File: src/rtl/insn_align_pkg.sv
package insn_align_pkg;

    localparam int BYTE_W    = 8;
    localparam int WIN_BYTES = 5;
    localparam int WORD_W    = 32;
    localparam int LEN_W     = 3;
    localparam int WIN_W     = WIN_BYTES * BYTE_W;

    // Byte layouts; each implies one length.
    typedef enum logic [2:0] {
        FMT_ONE   = 3'd0,
        FMT_TWO   = 3'd1,
        FMT_LE3   = 3'd2,
        FMT_BE3   = 3'd3,
        FMT_FOUR  = 3'd4,
        FMT_FIVE  = 3'd5
    } fmt_e;

    function automatic logic [LEN_W-1:0] fmt_len(input fmt_e f);
        case (f)
            FMT_ONE:  return LEN_W'(1);
            FMT_TWO:  return LEN_W'(2);
            FMT_LE3,
            FMT_BE3:  return LEN_W'(3);
            FMT_FOUR: return LEN_W'(4);
            FMT_FIVE: return LEN_W'(5);
            default:  return LEN_W'(1);
        endcase
    endfunction

endpackage

File: src/rtl/insn_lead_classify.sv
module insn_lead_classify
    import insn_align_pkg::*;
(
    input  logic [BYTE_W-1:0] lead,
    output fmt_e              fmt,
    output logic [LEN_W-1:0]  len
);

    // Irregular first-byte map; every value lands in exactly one arm.
    always_comb begin
        case (lead) inside
            [8'h00:8'h3F], [8'h90:8'hBF],
            8'hEB, 8'hF6, 8'hFE, 8'hFF:           fmt = FMT_ONE;
            // register-to-itself moves carry an immediate byte
            8'h80, 8'h85, 8'h8A, 8'h8F:           fmt = FMT_TWO;
            [8'h81:8'h84], [8'h86:8'h89],
            [8'h8B:8'h8E]:                        fmt = FMT_ONE;
            [8'h40:8'h7F], [8'hD0:8'hDB],
            [8'hE0:8'hEA], [8'hF0:8'hF3]:         fmt = FMT_TWO;
            [8'hC0:8'hCF], [8'hDC:8'hDF],
            [8'hEC:8'hEF], [8'hF8:8'hFD]:         fmt = FMT_LE3;
            8'hF5:                                fmt = FMT_BE3;
            8'hF7:                                fmt = FMT_FOUR;
            8'hF4:                                fmt = FMT_FIVE;
            default:                              fmt = FMT_ONE;
        endcase
        len = fmt_len(fmt);
    end

endmodule

File: src/rtl/insn_byte_pack.sv
module insn_byte_pack
    import insn_align_pkg::*;
(
    input  logic [WIN_W-1:0]  window,
    input  fmt_e              fmt,
    output logic [WORD_W-1:0] word,
    output logic [BYTE_W-1:0] ext
);

    logic [BYTE_W-1:0] b [WIN_BYTES];

    for (genvar i = 0; i < WIN_BYTES; i++) begin : g_split
        assign b[i] = window[i*BYTE_W +: BYTE_W];
    end

    localparam logic [BYTE_W-1:0] Z = '0;

    always_comb begin
        ext = Z;
        case (fmt)
            FMT_ONE:  word = {Z,    Z,    Z,    b[0]};
            FMT_TWO:  word = {Z,    Z,    b[0], b[1]};
            FMT_LE3:  word = {Z,    b[0], b[2], b[1]};
            FMT_BE3:  word = {Z,    b[0], b[1], b[2]};
            FMT_FOUR: word = {b[0], b[1], b[3], b[2]};
            FMT_FIVE: begin
                word = {b[0], b[1], b[4], b[3]};
                ext  = b[2];
            end
            default:  word = {Z, Z, Z, b[0]};
        endcase
    end

endmodule

File: src/rtl/insn_aligner.sv
module insn_aligner
    import insn_align_pkg::*;
#(
    parameter int              PC_W     = 16,
    parameter logic [PC_W-1:0] RESET_PC = '0
)(
    input  logic              clk,
    input  logic              rst_n,
    input  logic              in_valid,
    output logic              in_ready,
    input  logic [WIN_W-1:0]  in_bytes,
    input  logic [LEN_W-1:0]  in_count,
    output logic              out_valid,
    input  logic              out_ready,
    output logic [WORD_W-1:0] out_word,
    output logic [BYTE_W-1:0] out_ext,
    output logic [LEN_W-1:0]  out_len,
    output logic [PC_W-1:0]   out_addr
);

    typedef struct packed {
        logic              vld;
        logic [WORD_W-1:0] word;
        logic [BYTE_W-1:0] ext;
        logic [LEN_W-1:0]  len;
        logic [PC_W-1:0]   addr;
        logic [PC_W-1:0]   pc;
    } state_t;

    state_t st_d, st_q;

    fmt_e              cls_fmt;
    logic [LEN_W-1:0]  cls_len;
    logic [WORD_W-1:0] pk_word;
    logic [BYTE_W-1:0] pk_ext;
    logic              room, enough, fire;

    insn_lead_classify u_cls (
        .lead (in_bytes[BYTE_W-1:0]),
        .fmt  (cls_fmt),
        .len  (cls_len)
    );

    insn_byte_pack u_pack (
        .window (in_bytes),
        .fmt    (cls_fmt),
        .word   (pk_word),
        .ext    (pk_ext)
    );

    always_comb begin
        room     = !st_q.vld || out_ready;
        enough   = in_count >= cls_len;
        in_ready = room && enough;
        fire     = in_valid && in_ready;

        st_d = st_q;
        if (st_q.vld && out_ready) begin
            st_d.vld = 1'b0;
        end
        if (fire) begin
            st_d.vld  = 1'b1;
            st_d.word = pk_word;
            st_d.ext  = pk_ext;
            st_d.len  = cls_len;
            st_d.addr = st_q.pc;
            st_d.pc   = st_q.pc + PC_W'(cls_len);
        end
    end

    always_ff @(posedge clk) begin
        if (!rst_n) begin
            st_q    <= '0;
            st_q.pc <= RESET_PC;
        end else begin
            st_q <= st_d;
        end
    end

    assign out_valid = st_q.vld;
    assign out_word  = st_q.word;
    assign out_ext   = st_q.ext;
    assign out_len   = st_q.len;
    assign out_addr  = st_q.addr;

    // Address chain tracker used only by the checks below.
    logic              chk_seen_q;
    logic [PC_W-1:0]   chk_next_q;

    always_ff @(posedge clk) begin
        if (!rst_n) begin
            chk_seen_q <= 1'b0;
            chk_next_q <= RESET_PC;
        end else if (out_valid && out_ready) begin
            chk_seen_q <= 1'b1;
            chk_next_q <= out_addr + PC_W'(out_len);
        end
    end

    AST_ZERO_EXT_SHORT: assert property (@(posedge clk) disable iff (!rst_n)
        out_valid && out_len == LEN_W'(1) |-> out_word[WORD_W-1:BYTE_W] == '0);

    AST_EXT_ONLY_FIVE: assert property (@(posedge clk) disable iff (!rst_n)
        out_valid && out_len != LEN_W'(5) |-> out_ext == '0);

    AST_ADDR_CHAIN: assert property (@(posedge clk) disable iff (!rst_n)
        out_valid && chk_seen_q |-> out_addr == chk_next_q);

    AST_FIRST_ADDR: assert property (@(posedge clk) disable iff (!rst_n)
        out_valid && !chk_seen_q |-> out_addr == RESET_PC);

    AST_WINDOW_COVERS: assert property (@(posedge clk) disable iff (!rst_n)
        in_valid && in_ready |=> out_valid && out_len <= $past(in_count));

    AST_HOLD_STALLED: assert property (@(posedge clk) disable iff (!rst_n)
        out_valid && !out_ready |=> out_valid && $stable(out_word) && $stable(out_ext)
            && $stable(out_len) && $stable(out_addr));

    AST_LEN_LEGAL: assert property (@(posedge clk) disable iff (!rst_n)
        out_valid |-> out_len >= LEN_W'(1) && out_len <= LEN_W'(5));

endmodule

File: config.mk
export PLATFORM = sky130hd
export DESIGN_NAME = insn_aligner
export DESIGN_NICKNAME = d
export VERILOG_FILES = /design/src/rtl/insn_align_pkg.sv /design/src/rtl/insn_lead_classify.sv /design/src/rtl/insn_byte_pack.sv /design/src/rtl/insn_aligner.sv
export SDC_FILE = /design/constraint.sdc
export NUM_CORES = 1
export LEC_CHECK = 0
export BUFFER_PORTS_ARGS = -buffer_cell sky130_fd_sc_hd__buf_2
export CORE_MARGIN = 4
export CORE_UTILIZATION = 29
export CTS_CLUSTER_DIAMETER = 30
export DETAILED_ROUTE_END_ITERATION = 8
export GPL_TIMING_DRIVEN = 0
export HOLD_SLACK_MARGIN = 0.08
export PLACE_DENSITY_LB_ADDON = 0.25
export SETUP_SLACK_MARGIN = 0.02
export SYNTH_ARGS = -nofsm -noshare
export SYNTH_HDL_FRONTEND = slang
export SYNTH_SLANG_ARGS = --single-unit
File: constraint.sdc
create_clock -name clk -period 7.25 [get_ports clk]
set_input_delay 0.725 -clock clk [delete_from_list [all_inputs] [get_ports clk]]
set_output_delay 0.725 -clock clk [all_outputs]
set_load 0.005 [all_outputs]
==> out/metrics.yaml <==
die:
  dieArea_mm2: 0.0175
  core_mm2: 0.0151
  initial_core_util_pct: 29.6
  ioPinCount: 108
  num_rows: 45
  fp.dieW_um: 132
  die_y_um: 132
global_route:
  antenna_found_initial: 0
  grt_max_degree: 15
  grt_pass1_vias: 4347
  grt_pass1_wl_mm: 23.9
  overflow: 0
  grt_util_all_layers_pct: 17.2
run:
  drv_cap: 0
min_path:
  hold_end: "out_ext[5]"
  whs_path_depth: 2
  worstHoldPathType: "reg2reg"
  hp-start: "out_ext[5]"
synthesis:
  synthMuxAreaShare_pct: 1.79
  synth_cell_types: 61
  synth_top_area_share_pct: 33.9
  synth_xor_area_share_pct: 2.54
  synth_edf_count: 0
  ys_async_sr_fraction_pct: 0
  yosysTopAreaCell: "dfxtp_1"
  syn_inst: 545
  synth_seq_cells: 76
  yosysWarnings: 0
  synth-simple-area-share_pct: 18.2
  synth_top_family_by_area: "compound AO/OA/AOI/OAI gates"
  synth.avg_cell_area_um2: 8.23
  synth_compound_area_share_pct: 24.2
  yosysSeqAreaShare_pct: 33.9
  synth_flop_cell: "dfxtp_1"
  synth_nets: 599
  synthesis.area_mm2: 0.00448
  synthAdderAreaFrac_pct: 2.34
  synth_area_leaders: "dfxtp_1, buf_4, nand2_1"
clock_tree:
  htree_num_levels: 3
  post_cts_buffers: 0
  numCtsBuffers: 9
  clk_pin_slew_ns: 0.06
  cts_tree: "built"
  post_cts_resized: 0
  hold_buffers: 0
  cts_num_sinks: 76
  clockRootBuffer: "clkbuf_16"
  clock_latency_ns: 0.34
  cts_buffer_depth: 2
sta:
  setup_tns_ns: 0
  min_period_ns: 3.94
  maxSlewViolCount: 0
  rsz0062_at_grt: "false"
  fin_crit_sh_pct: 54.3
  max_slew_margin_pct: 45.2
  hold_viol: 0
  fmaxAchievable_ghz: 0.254
  final.setup_skew_ns: 0.00709
  worstMarginPinSlew_ns: 0.823
  finalSetupViolCount: 0
critical_path:
  path_class: "in2out"
  reg2reg_slack_ns: 5.23
  cp.depth: 12
  crit_slowest_cell: "o221ai_1"
  critPathTopFamily: "buffers and inverters"
  cp-start-kind: "input pin"
  path_buf_inv: 4
  cpMostUsedCell: "buf_2"
  r2r_start: "st_q[0]"
  critPathMaxFanout: 10
  cp_data_arrival_time_ns: 3.21
  r2r_cells: 9
  reg2reg_to: "st_q[10]"
  crit_required_ns: 6.52
  critical-path-max-stage-delay_ns: 0.46
  critPathCaptureType: "output pin"
  crit_chain: "buf_2, nand3_1, or2_1, clkbuf_1, buf_6, nor2_1, o221ai_1, ha_1, nor2b_1, o21ai_1, and2_1, buf_2"
cells_and_area:
  num_antenna_cells: 0
  multi_input_area_mm2: 0.00220
  fillers: 1602
  area_growth_pct: 22.7
  seqCellArea_mm2: 0.00152
  fin_area_mm2: 0.00550
  nets: 711
  drive_gt1_share_pct: 30.5
status:
  status: "finished, final reports clean"
placed_design:
  placed_cell_area_mm2: 0.00522
  dp_hpwl_mm: 11.4
  io_buffers: 101
  gp_congestion: 0.876
detailed_routing:
  wl_per_cell_um: 17.6
  firstDrtPassIters: 5
  dr_total_vias: 4264
  totalWireLength_mm: 15.0
  via_per_inst: 5.02
  ant_nets: 0
  drc: 0
  initialDrtViolationCount: 280
pwr:
  powerDensity_mw_per_mm2: 192
  vdd_ir_drop_max_uv: 113
  p_leak_uw: 0.00243
[sequential cells by signal (all words and copies together), names as in the netlist]
| signal | cells |
|---|---|
| out_word | 32 |
| out_addr | 16 |
| st_q | 16 |
| out_ext | 8 |
| out_len | 3 |
| out_valid | 1 |
[logic make-up (layout without fill, tap and decap cells)]
kind of cell,after synthesis,count (layout)
AND/OR/NAND/NOR,171,171
AO/OA/AOI/OAI,160,160
buffers and inverters,109,226
flip-flops,76,76
XOR/XNOR,13,13
adder cells (fa/ha/maj),8,8
multiplexers,8,8
[cells in the mapped netlist (2+ instances only)]
master and n:
nand2_1 79, a2bb2oi_1 3, a31oi_1 2, nor4_1 3
o31ai_1 6, o211ai_1 2, xnor2_1 5, a211oi_1 2
o22ai_1 7, clkbuf_8 3, nor2_1 16, nor3b_1 3
buf_2 4, a221oi_1 4, a22oi_1 2, and2_1 14
nand4_1 4, inv_1 8, and3_1 2, buf_6 12
nor3_1 7, clkbuf_1 18, mux2i_1 8, nand3_1 19
a21oi_1 30, a22o_1 3, nand2b_1 8, o21ai_1 4
buf_4 59, xor2_1 8, o221ai_1 2, dfxtp_1 76
o21ai_0 33, or3_1 9, a21boi_0 39, ha_1 6
a222oi_1 8, a21o_1 3, buf_1 2
[final cells by class]
cell class / count / share of cell area, %
sequential: 76 / 27.7
clock buffer: 9 / 4.10
clock inverter: 7 / 0.910
buffer: 100 / 13.2
inverter: 9 / 0.614
tap: 188 / 4.28
timing repair buffer: 101 / 9.19
multi-input combinational: 360 / 40.0
[layer usage]
metal / up-vias / GRT usage, % / routed length (µm)
met5: - / 0 / 0
met3: 28 / 5.04 / 995
li1: 2085 / - / -
met4: 0 / 4.73 / 361
met2: 150 / 28.2 / 6820
met1: 2001 / 22.0 / 6800
[per-stage QoR]
stage	util [%]	std cells	power, µW	setup slack [ns]	hold WS [ns]
floorplan	-	545	570	3.97	0.441
global placement	34.5	834	645	3.10	0.453
detailed placement	34.5	834	646	3.01	0.458
CTS	36.3	850	1070	3.31	0.467
global route	36.3	850	1110	3.05	0.485
finish	36.3	850	1060	3.31	0.462
[tightest hold or removal path: cells and delay by family, from the launching register on]
kind	cells	cell delay [ns]
AND/OR/NAND/NOR	1	0.05
AO/OA/AOI/OAI	1	0.06
flip-flops	1	0.31
[worst max-delay path by stage]
stage | start | end
final | in_bytes[4] | in_ready
after global routing | in_bytes[4] | out_word[9]
after CTS | in_bytes[4] | in_ready
after detailed placement | in_bytes[4] | out_word[22]
after global placement | in_bytes[5] | out_word[15]
after floorplan | in_bytes[6] | out_word[10]
[power by group]
part           internal (µW)  leakage (µW)  switching (µW)
registers                434      0.000618            9.78
logic                   84.0       0.00169             109
clock network            233      0.000128             186
[cell usage in the layout (no fill, tap or decap), types with 14 or more instances in the layout]
master / count
buf_2: 105
nand2_1: 79
dfxtp_1: 76
buf_4: 59
a21boi_0: 39
o21ai_0: 33
a21oi_1: 30
nand3_1: 19
clkbuf_1: 18
nor2_1: 16
and2_1: 14
Power figures use the tool's default switching activity.
